--- src/rtl/sw2_pkg.sv ---
// Shared packet type and helpers for the two-port switch.
// Assumes one destination bit selects one of exactly two outputs.
package sw2_pkg;
    parameter int SW2_PAYLOAD_W = 32;

    typedef struct packed {
        logic                     mark;
        logic                     dest;
        logic [SW2_PAYLOAD_W-1:0] payload;
    } sw2_pkt_t;

    localparam int SW2_PKT_W = $bits(sw2_pkt_t);

    // True when a head packet with this destination bit is routed to output j.
    function automatic logic sw2_routes_to(input logic dest, input int j);
        return (j == 0) ? (dest == 1'b0) : (dest == 1'b1);
    endfunction
endpackage

--- src/rtl/sw2_fifo.sv ---
// Synchronous FIFO with registered full and empty flags.
// Assumes push is ignored when full and pop is ignored when empty;
// simultaneous push and pop are allowed at any fill level.
module sw2_fifo #(
    parameter int W     = 34,
    parameter int DEPTH = 4
) (
    input  logic         clk,
    input  logic         rst_n,
    input  logic         push,
    input  logic [W-1:0] din,
    input  logic         pop,
    output logic [W-1:0] dout,
    output logic         full,
    output logic         empty
);
    localparam int AW = (DEPTH > 1) ? $clog2(DEPTH) : 1;
    localparam int CW = $clog2(DEPTH + 1);
    localparam logic [AW-1:0] LAST = AW'(DEPTH - 1);

    logic [W-1:0]  mem [DEPTH];
    logic [AW-1:0] wr_ptr, rd_ptr;
    logic [CW-1:0] fill, fill_next;
    logic          full_q, empty_q;
    logic          do_push, do_pop;

    assign do_push = push && !full_q;
    assign do_pop  = pop && !empty_q;

    // Next fill level from accepted operations.
    always_comb begin
        fill_next = fill + CW'(do_push) - CW'(do_pop);
    end

    // Storage write; no reset needed on data.
    always_ff @(posedge clk) begin
        if (do_push) mem[wr_ptr] <= din;
    end

    // Pointers, fill level and registered flags.
    always_ff @(posedge clk) begin
        if (!rst_n) begin
            wr_ptr  <= '0;
            rd_ptr  <= '0;
            fill    <= '0;
            full_q  <= 1'b0;
            empty_q <= 1'b1;
        end else begin
            if (do_push) wr_ptr <= (wr_ptr == LAST) ? '0 : wr_ptr + 1'b1;
            if (do_pop)  rd_ptr <= (rd_ptr == LAST) ? '0 : rd_ptr + 1'b1;
            fill    <= fill_next;
            full_q  <= (fill_next == CW'(DEPTH));
            empty_q <= (fill_next == '0);
        end
    end

    assign dout  = mem[rd_ptr];
    assign full  = full_q;
    assign empty = empty_q;
endmodule

--- src/rtl/sw2_arbiter.sv ---
// Grant logic for the two switch paths. A path is eligible when it has a
// head packet and its target output is not full. Path 0 always moves when
// eligible; path 1 is blocked only by an eligible path 0 that uses the same
// output or that also needs the counter.
// Assumes exactly two paths and two outputs.
module sw2_arbiter (
    input  logic [1:0] have_pkt,
    input  logic [1:0] dest,
    input  logic [1:0] mark,
    input  logic [1:0] out_full,
    output logic [1:0] grant
);
    logic [1:0] eligible;
    logic       out_clash, cnt_clash;

    // Per-path readiness: a packet present and room at its target.
    always_comb begin
        for (int i = 0; i < 2; i++) begin
            eligible[i] = have_pkt[i] && !out_full[dest[i]];
        end
    end

    // Fixed priority resolution of output and counter conflicts.
    always_comb begin
        out_clash = (dest[0] == dest[1]);
        cnt_clash = mark[0] && mark[1];
        grant[0]  = eligible[0];
        grant[1]  = eligible[1] && !(eligible[0] && (out_clash || cnt_clash));
    end
endmodule

--- src/rtl/sw2_counter.sv ---
// Wrapping event counter with a single increment strobe.
// Assumes the caller guarantees at most one increment per cycle.
module sw2_counter #(
    parameter int CNT_W = 16
) (
    input  logic             clk,
    input  logic             rst_n,
    input  logic             inc,
    output logic [CNT_W-1:0] value
);
    // Count up on each strobe; natural overflow wraps to zero.
    always_ff @(posedge clk) begin
        if (!rst_n)   value <= '0;
        else if (inc) value <= value + 1'b1;
    end
endmodule

--- src/rtl/pkt_switch2.sv ---
// Two-input, two-output packet switch with a shared counter of packets
// that carry the interesting flag. Each input path moves its head packet
// to the output chosen by its destination bit only if the whole transfer,
// including the counter update, can complete in that cycle.
// Assumes consumers follow valid/ready: a packet is taken when both are high.
module pkt_switch2
    import sw2_pkg::*;
#(
    parameter int DEPTH = 4,
    parameter int CNT_W = 16
) (
    input  logic                     clk,
    input  logic                     rst_n,
    input  logic                     in0_valid,
    output logic                     in0_ready,
    input  logic [SW2_PAYLOAD_W-1:0] in0_data,
    input  logic                     in0_dest,
    input  logic                     in0_mark,
    input  logic                     in1_valid,
    output logic                     in1_ready,
    input  logic [SW2_PAYLOAD_W-1:0] in1_data,
    input  logic                     in1_dest,
    input  logic                     in1_mark,
    output logic                     out0_valid,
    input  logic                     out0_ready,
    output logic [SW2_PAYLOAD_W-1:0] out0_data,
    output logic                     out0_dest,
    output logic                     out0_mark,
    output logic                     out1_valid,
    input  logic                     out1_ready,
    output logic [SW2_PAYLOAD_W-1:0] out1_data,
    output logic                     out1_dest,
    output logic                     out1_mark,
    output logic [CNT_W-1:0]         pkt_count
);
    localparam int NPORT = 2;

    sw2_pkt_t             in_pkt  [NPORT];
    sw2_pkt_t             head    [NPORT];
    sw2_pkt_t             out_din [NPORT];
    sw2_pkt_t             out_head[NPORT];
    logic [NPORT-1:0]     in_push, in_full, in_empty, have_pkt;
    logic [NPORT-1:0]     hd_dest, hd_mark, grant;
    logic [NPORT-1:0]     out_push, out_pop, out_full, out_empty, out_rdy;
    logic [NPORT-1:0]     sel [NPORT];
    logic                 cnt_inc;

    // Gather the input-side pins into packet records.
    always_comb begin
        in_pkt[0] = '{mark: in0_mark, dest: in0_dest, payload: in0_data};
        in_pkt[1] = '{mark: in1_mark, dest: in1_dest, payload: in1_data};
        in_push   = {in1_valid, in0_valid};
        out_rdy   = {out1_ready, out0_ready};
    end

    // One input queue per path.
    for (genvar i = 0; i < NPORT; i++) begin : g_in
        sw2_fifo #(.W(SW2_PKT_W), .DEPTH(DEPTH)) u_q (
            .clk   (clk),
            .rst_n (rst_n),
            .push  (in_push[i]),
            .din   (in_pkt[i]),
            .pop   (grant[i]),
            .dout  (head[i]),
            .full  (in_full[i]),
            .empty (in_empty[i])
        );
        assign hd_dest[i]  = head[i].dest;
        assign hd_mark[i]  = head[i].mark;
        assign have_pkt[i] = !in_empty[i];
    end

    sw2_arbiter u_arb (
        .have_pkt (have_pkt),
        .dest     (hd_dest),
        .mark     (hd_mark),
        .out_full (out_full),
        .grant    (grant)
    );

    // Route granted head packets onto the output queues.
    always_comb begin
        for (int j = 0; j < NPORT; j++) begin
            for (int i = 0; i < NPORT; i++) begin
                sel[j][i] = grant[i] && sw2_routes_to(hd_dest[i], j);
            end
            out_push[j] = |sel[j];
            out_din[j]  = sel[j][0] ? head[0] : head[1];
            out_pop[j]  = !out_empty[j] && out_rdy[j];
        end
    end

    // One output queue per destination.
    for (genvar j = 0; j < NPORT; j++) begin : g_out
        sw2_fifo #(.W(SW2_PKT_W), .DEPTH(DEPTH)) u_q (
            .clk   (clk),
            .rst_n (rst_n),
            .push  (out_push[j]),
            .din   (out_din[j]),
            .pop   (out_pop[j]),
            .dout  (out_head[j]),
            .full  (out_full[j]),
            .empty (out_empty[j])
        );
    end

    // Counter strobe from any granted interesting packet.
    assign cnt_inc = |(grant & hd_mark);

    sw2_counter #(.CNT_W(CNT_W)) u_cnt (
        .clk   (clk),
        .rst_n (rst_n),
        .inc   (cnt_inc),
        .value (pkt_count)
    );

    // Drive the port pins from the queue flags and heads.
    always_comb begin
        in0_ready  = !in_full[0];
        in1_ready  = !in_full[1];
        out0_valid = !out_empty[0];
        out0_data  = out_head[0].payload;
        out0_dest  = out_head[0].dest;
        out0_mark  = out_head[0].mark;
        out1_valid = !out_empty[1];
        out1_data  = out_head[1].payload;
        out1_dest  = out_head[1].dest;
        out1_mark  = out_head[1].mark;
    end
endmodule

--- config.mk ---
export PLATFORM = sky130hd
export DESIGN_NAME = pkt_switch2
export DESIGN_NICKNAME = d
export VERILOG_FILES = /design/src/rtl/sw2_pkg.sv /design/src/rtl/sw2_fifo.sv /design/src/rtl/sw2_arbiter.sv /design/src/rtl/sw2_counter.sv /design/src/rtl/pkt_switch2.sv
export SDC_FILE = /design/constraint.sdc
export NUM_CORES = 1
export LEC_CHECK = 0
export ABC_AREA = 1
export BUFFER_PORTS_ARGS = -buffer_cell sky130_fd_sc_hd__clkbuf_2
export CAP_MARGIN = 10
export CORE_ASPECT_RATIO = 0.75
export CORE_MARGIN = 3
export CORE_UTILIZATION = 50
export CTS_BUF_LIST = sky130_fd_sc_hd__clkbuf_4 sky130_fd_sc_hd__clkbuf_8
export DETAILED_ROUTE_END_ITERATION = 8
export PLACE_DENSITY = 0.76
export SLEW_MARGIN = 10
export SYNTH_ARGS = -nofsm -noshare
export SYNTH_HDL_FRONTEND = slang
export SYNTH_SLANG_ARGS = --single-unit
--- constraint.sdc ---
create_clock -name clk -period 9.2 [get_ports clk]
set_input_delay 0 -clock clk [delete_from_list [all_inputs] [get_ports clk]]
set_output_delay 0 -clock clk [all_outputs]
set_load 0.01 [all_outputs]
After elaboration in Yosys (flattened, before gate mapping)
Memories as Yosys holds them, arrays and structs flattened. A register that Yosys moved wholly into a read port is not among the register bits.
Cells that the tools add are included.
{ "word_totals": {"ram_bits": 544, "mem_count": 4, "input_bits": 74, "wordCells": 128, "register_bits": 52} }
{ "classes": {"n_addsub": 17, "n_lt_le_gt_ge": 2, "n_bitwise": 3, "n_mux": 30, "n_eq_ne": 13, "reduce_logical": 38} }
{ "mem_list": {"columns": ["memory", "depth", "word_bits", "read_ports", "rd_ports_with_merged_regs", "write_ports", "line_no", "source"], "rows": [
  ["g_in[0].u_q.mem", 4, 34, 1, 1, 1, "sw2_fifo.sv:21", "logic [W-1:0] mem [DEPTH];"],
  ["g_in[1].u_q.mem", 4, 34, 1, 1, 1, "sw2_fifo.sv:21", null],
  ["g_out[0].u_q.mem", 4, 34, 1, 1, 1, "sw2_fifo.sv:21", null],
  ["g_out[1].u_q.mem", 4, 34, 1, 1, 1, "sw2_fifo.sv:21", null]
]} }
{ "ops": {"columns": ["cell", "count"], "rows": [
  ["$mux W34", 2],
  ["$mux W2", 16],
  ["$logic_and A1 B1 Y1", 19],
  ["$add A16 B1 Y16 const B", 1],
  ["$add A2 B1 Y2 const B", 8],
  ["$eq A2 B2 Y1 const B", 8],
  ["$add A3 B1 Y3", 4],
  ["$eq A3 B3 Y1 const B", 4],
  ["$logic_not A3 Y1", 4],
  ["$mux W1", 12],
  ["$sub A3 B1 Y3", 4],
  ["$logic_not A1 Y1", 11],
  ["$reduce_or A2 Y1", 3],
  ["$lt A1 B2 Y1 const B", 2],
  ["$and A2 B2 Y2", 1],
  ["$not A1 Y1", 2],
  ["$eq A1 B1 Y1", 1],
  ["$logic_or A1 B1 Y1", 1]
]} }

Longest topological paths before layout
Gate-level depths: netlist of the first run.
{ "logic_depth": {"depth_word": 13, "mapped_depth": 18, "mapped_depth_nobuf": 17} }

Hierarchy
Synthesis of the first run repeated with hierarchy kept, for this count alone.
{ "hier_totals": {"cells_unflattened": 2002, "hier_area_um2": 25190.4} }
{ "modules_own_cells": {"columns": ["mod", "cells_each", "area_per_inst_um2", "n_inst"], "rows": [
  ["sw2_fifo", 405, 5800.6, 4],
  ["pkt_switch2", 241, 1073.5, 1],
  ["sw2_counter", 126, 845.8, 1],
  ["sw2_arbiter", 15, 68.8, 1]
]} }

Worst setup path before layout of the first run
Ideal clock, no wire load.
{ "synth_timing": {"kind": "register to register", "start": "reg (tool-made name)", "end": "mem g_out[1].u_q.mem[0][0] (enable)", "required_ps": 8775, "setup_slack_ps": 6004, "arrival_ps": 2771, "setup_time_ps": 425, "stages_incl_launch_ff": 12, "cell_sequence": "dfxtp_1 -> buf_2 -> or2_1 -> nand3_1 -> nand2_2 -> nand2_1 -> nand3_1 -> nand2_4 -> nand3_1 -> nand2_1 -> inv_2 -> nor2_1"} }
{ "synth_rtl": {"columns": ["element", "line_no"], "rows": [
  ["to (decl)", "sw2_fifo.sv:21"]
]} }

==> results.yml, run 1 <==
worst_hold_path:
  holdPathStages: 3
  worstHoldPathType: "in -> reg"
  worst_hold_path.endpoint: "g_in[0].u_q.wr_ptr[1]"
  hp-start: "in0_valid"
sta:
  final_hold_viol_count: 0
  rsz0062_at_grt: "false"
  tightest_slew_ns: 1.13
  relSlewSlack: 0.243
  clock_skew_ns: 0.0301
  tns_ns: 0
  setup_viol: 0
  max_freq_mhz: 252
  period_minus_slack_ns: 3.96
  slew_violations: 0
  period_share: 0.431
drt:
  first_pass_iters: 6
  drc_errors: 0
  routedWlPerCell_um: 20.1
  routed_wl_um: 57000
  drt-initial-drc-count: 1773
  vias: 15794
  ant_nets: 0
  routed_via_density: 5.57
place:
  port_buffers: 161
  gp_congestion: 0.862
  dp_hpwl_um: 35500
finish:
  layout_common_cells: "544 x edfxtp_1, 259 x o21ai_0, 250 x nand2_1"
  regArea_um2: 17500
  synthToLayoutAreaGrowth_pct: 16.0
  final_common_cell: "edfxtp_1"
  nFillCells: 3598
  nets: 2244
  multi_input_area_um2: 5620
  drive_above_1_share: 0.164
worst_setup_path:
  cpPeakStageDelay_ns: 0.85
  cpMaxStageDelayCell: "nor2_4"
  crit_path_end_kind: "flop"
  crit_chain: "buf_4 > inv_2 > buf_4 > nand2_1 > nand2_1 > nand2_1 > nand2_1 > nand2_1 > nand2_1 > nor2_4 > nand3_1 > nand2_1 > inv_2 > nor2_4"
  r2r_end: "g_out[1].u_q.mem[3][21]"
  cp.required_ns: 9.45
  criticalPathCategory: "reg -> reg"
  startpoint_type: "flop"
  cp.arrival_ns: 4.22
  cp_max_fo: 71
  reg2reg_slack_ns: 5.24
  r2r_cells: 14
  worst_path_most_repeated_cell: "nand2_1"
clocking:
  htreeDepth: 3
  cts_root_buffer: "clkbuf_8"
  cts_made_buffers: 87
  cts_buffer_depth: 3
  cts_tree: "built"
  cts_num_sinks: 604
  post_cts_buffers: 0
  path_clk_slew_ns: 0.06
  clkLatencyLatePin_ns: 0.65
global_routing:
  grt_use_total: 0.225
  first_global_vias: 15041
  overflow: 0
  grt_max_degree: 72
  grt_pass1_wl_um: 86900
  antenna_found_initial: 3
floorplan:
  coreArea_um2: 46600
  die-area_um2: 50500
  initial_core_util: 0.512
  num_rows: 68
  io_pins: 162
  die_w_um: 258
  die_y_um: 195
logic_synthesis:
  yosysTopAreaCellShare: 0.684
  syn-cell-area_um2: 23900
  ys_seq_area_frac: 0.734
  synth_top_cell_by_area: "edfxtp_1"
  synth_edf_count: 544
  yosys_most_used_dff: "edfxtp_1"
  synth_cells: 1896
  ys_top_cells_by_area: "edfxtp_1 68%, o21ai_0 5.4%, dfxtp_1 5.0%"
  syn_nets: 2003
  async_flop_share: 0
  yosys_warnings: 0
  ys_ff_latch: 604
  avgSynthCellArea_um2: 12.6
  yosysUniqueCellTypes: 35
power_and_ir_drop:
  ir_drop_mv: 0.182
  powerDensity_nw_per_um2: 329
  cellLeakagePower_nw: 10.1
  power_mw: 9.10
run_status:
  status: "finished, final reports clean"
flow_run:
  maxCapViolations: 0
worst max-delay path: cells and delay by family, from the launching register on:
| family | cells | cell delay [ns] |
|---|---|---|
| DFF | 1 | 0.31 |
| and+or+nand+nor | 10 | 1.98 |
| buffers and inverters | 4 | 1.21 |
through the flow:
step	std cells	setup slack (ns)	hold slack [ns]	area, µm²	utilization
final	2835	5.24	0.0908	27700	0.594
after global routing	2834	4.95	0.0863	27700	0.594
after CTS	2834	5.29	0.0657	27700	0.594
after detailed placement	2606	5.32	0.218	25300	0.543
after global placement	2606	5.45	0.213	25300	0.543
after floorplan	1896	6.00	0.0989	23900	-
cells in the mapped netlist (all sizes together) (2+ instances only):
cell and count:
buf 16, a32o 32, fa 4, nand2 258
dfxtp 60, xnor2 6, edfxtp 544, nor3 5
nor4 4, o22ai 100, a211oi 2, a21oi 51
o21ai 280, xor2 16, o211a 3, clkbuf 90
nand3 37, or2 4, ha 29, inv 98
nor2 254
metal layers:
metal	global-route usage	up-vias	routed length, µm
li1	-	7317	-
met3	0.0570	89	5790
met4	0.0615	4	1180
met2	0.348	740	26400
met1	0.319	7644	23700
met5	0	-	22
cells by family (layout without fill, tap and decap cells):
family	count (synthesis)	after routing	synth area share
adder cells (fa/ha/maj)	33	33	0.0185
AO/OA/AOI/OAI	468	468	0.111
buffers and inverters	205	513	0.0336
XOR/XNOR	22	22	0.00806
AND/OR/NAND/NOR	564	564	0.0950
flip-flops	604	604	0.734
other	0	1	0
worst max path at each step:
stage	end	slack (ns)	cells after the start	startpoint
floorplan	g_out[1].u_q.mem[0][0]	6.00	11	flop
global placement	g_in[1].u_q.empty	5.45	18	flop
detailed placement	g_in[1].u_q.empty	5.32	18	flop
CTS	g_in[1].u_q.empty	5.29	18	flop
global route	g_out[1].u_q.mem[3][21]	4.95	14	flop
finish	g_out[1].u_q.mem[3][21]	5.24	14	flop
flip-flops by register name, summed over array words and instances (netlist names), named ones only:
register,cells
g_out.u_q.empty,2
g_out.u_q.full,2
g_in.u_q.mem,272
g_out.u_q.mem,272
g_out.u_q.fill,6
g_in.u_q.rd_ptr,4
g_out.u_q.wr_ptr,4
g_in.u_q.fill,6
g_out.u_q.rd_ptr,4
g_in.u_q.wr_ptr,4
u_cnt.value,16
g_in.u_q.full,2
g_in.u_q.empty,2
cell type report:
cell class | count | area share
Multi-Input combinational cell | 1087 | 0.203
Tap cell | 630 | 0.0285
Antenna cell | 1 | 0.0000903
Inverter | 99 | 0.0134
Sequential cell | 604 | 0.633
Clock buffer | 122 | 0.0536
Clock inverter | 34 | 0.00655
Timing Repair Buffer | 258 | 0.0619
where the power goes:
part           internal (mW)  switching (mW)
clock                   1.07           0.966
combinational          0.809            2.28
sequential              3.86           0.121
repair_timing:
action,in CTS,in global routing
setup endpoints to repair,0,0
gates resized for setup,0,0
endpoints found under the hold margin,291,0
hold buffers,72,0
Power figures use the tool's default switching activity.
==> run 2, diff against run 1 <==
PLACE_DENSITY = 0.79   (was 0.76)
clock period = 3.3 ns   (was 9.2 ns; I/O delays follow)
==> results.yml, run 2 (same netlist as run 1, synthesis figures left out) <==
sta:
  clock_skew_ns: 0.0390
  tns_ns: 0
  slew_violations: 0
  rsz0062_at_grt: "false"
  setup_ws_ns: 0.246
  final_hold_viol_count: 0
  period_minus_slack_ns: 3.05
  setup_viol: 0
  max_freq_mhz: 327
  relSlewSlack: 0.418
  tightest_slew_ns: 0.864
  period_share: 0.925
place:
  gp_congestion: 0.857
  dp_hpwl_um: 36300
  port_buffers: 161
  place_ws_ns: 0.336
global_routing:
  first_global_vias: 15158
  grt_pass1_wl_um: 87800
  antenna_found_initial: 4
  overflow: 0
  grt_max_degree: 69
  grt_use_total: 0.227
flow_run:
  maxCapViolations: 0
worst_setup_path:
  r2r_cells: 16
  startpoint_type: "flop"
  cp.arrival_ns: 3.60
  worst_path_most_repeated_cell: "nand2_1"
  cpPeakStageDelay_ns: 0.49
  crit_chain: "inv_2 > nand2_1 > nand2_1 > nand2_1 > nand2_2 > nor2_4 > nor2_8 > nand2_4 > nand2_1 > inv_1 > ha_1 > inv_1 > ha_1 > fa_1 > or2_2 > o21ai_0"
  crit_path_end_kind: "flop"
  cpMaxStageDelayCell: "fa_1"
  criticalPathCategory: "reg -> reg"
  cp.required_ns: 3.84
  cp_max_fo: 13
drt:
  routedWlPerCell_um: 20.4
  vias: 15922
  drc_errors: 0
  first_pass_iters: 5
  drt-initial-drc-count: 2046
  routed_wl_um: 58200
  routed_via_density: 5.59
  ant_nets: 0
floorplan:
  coreArea_um2: 46600
  initial_core_util: 0.512
  num_rows: 68
  die_w_um: 258
  die-area_um2: 50500
  die_y_um: 195
  io_pins: 162
clocking:
  path_clk_slew_ns: 0.06
  cts_num_sinks: 604
  cts_buffer_depth: 3
  post_cts_buffers: 0
  htreeDepth: 3
  cts_made_buffers: 88
  clkLatencyLatePin_ns: 0.66
  cts_tree: "built"
  cts_root_buffer: "clkbuf_8"
power_and_ir_drop:
  intPower_mw: 16.5
  clkPwrFrac: 0.240
  cellLeakagePower_nw: 10.2
  power_mw: 26.0
  switching_share: 0.365
  combPwrFrac: 0.332
  seq_power_share: 0.428
  p_switching_mw: 9.50
  powerDensity_nw_per_um2: 930
  ir_drop_mv: 0.489
worst_hold_path:
  hp-start: "in0_valid"
  worstHoldPathType: "in -> reg"
  holdPathStages: 3
finish:
  synthToLayoutAreaGrowth_pct: 17.1
  layout_common_cells: "544 x edfxtp_1, 259 x o21ai_0, 250 x nand2_1"
  top_regs: "g_in.u_q.mem x272, g_out.u_q.mem x272, u_cnt.value x16"
  drive_above_1_share: 0.173
  nets: 2255
  final_core_util: 0.600
  final_common_cell: "edfxtp_1"
run_status:
  status: "finished, final reports clean"
[run 2: area by class of cell]
cell class                 instances  area, µm²
multi-input combinational       1087       5610
inverter                          99        372
tap                              630        788
antenna                            1       2.50
clock buffer                     122       1470
sequential                       604      17500
timing repair buffer             268       1800
fill                            3613      18700
clock inverter                    38        379
[run 2: repair_timing]
item / in CTS / in global routing
hold buffers: 72 / 0
hold endpoints to repair: 303 / 0
resized for setup: 0 / 0
endpoints found under the setup margin: 0 / 0
[run 2: power groups by stage]
stage	clock [mW]	sequential [mW]	combinational (mW)
4_1_cts	6.34	11.1	8.60
6_report	6.24	11.1	8.65
3_5_place_dp	0	11.3	8.47
3_3_place_gp	0	11.2	8.15
5_1_grt	6.68	11.2	9.44
2_1_floorplan	0	11.2	5.08
[run 2: metal layers]
layer	track usage	vias to the layer above	routed length (µm)
met5	0	-	41
met4	0.0582	6	1250
met3	0.0526	109	6200
met2	0.355	792	26800
met1	0.324	7677	23900
li1	-	7338	-
[run 2: worst max-delay path, delay by kind of cell, from the launching register on]
kind / cells / cell delay [ns]
AOI/OAI and AO/OA: 1 / 0.15
and+or+nand+nor: 9 / 1.16
adders and majority gates: 3 / 0.97
buffers and inverters: 3 / 0.33
DFF: 1 / 0.35
[run 2: metrics by stage]
stage	hold WS [ns]	cell area (µm²)	std cells
finish	0.0475	28000	2849
global route	0.0691	28000	2849
CTS	0.00197	28000	2848
detailed placement	0.221	25400	2616
global placement	0.213	25400	2616
floorplan	0.0989	23900	1896
[run 2: final timing paths]
kind	slack, ns	to
setup reg to reg	0.25	g_in[1].u_q.empty
hold reg to reg	0.51	u_cnt.value[13]
setup / recovery	0.25	g_in[1].u_q.empty
hold / removal	0.05	g_in[0].u_q.wr_ptr[1]
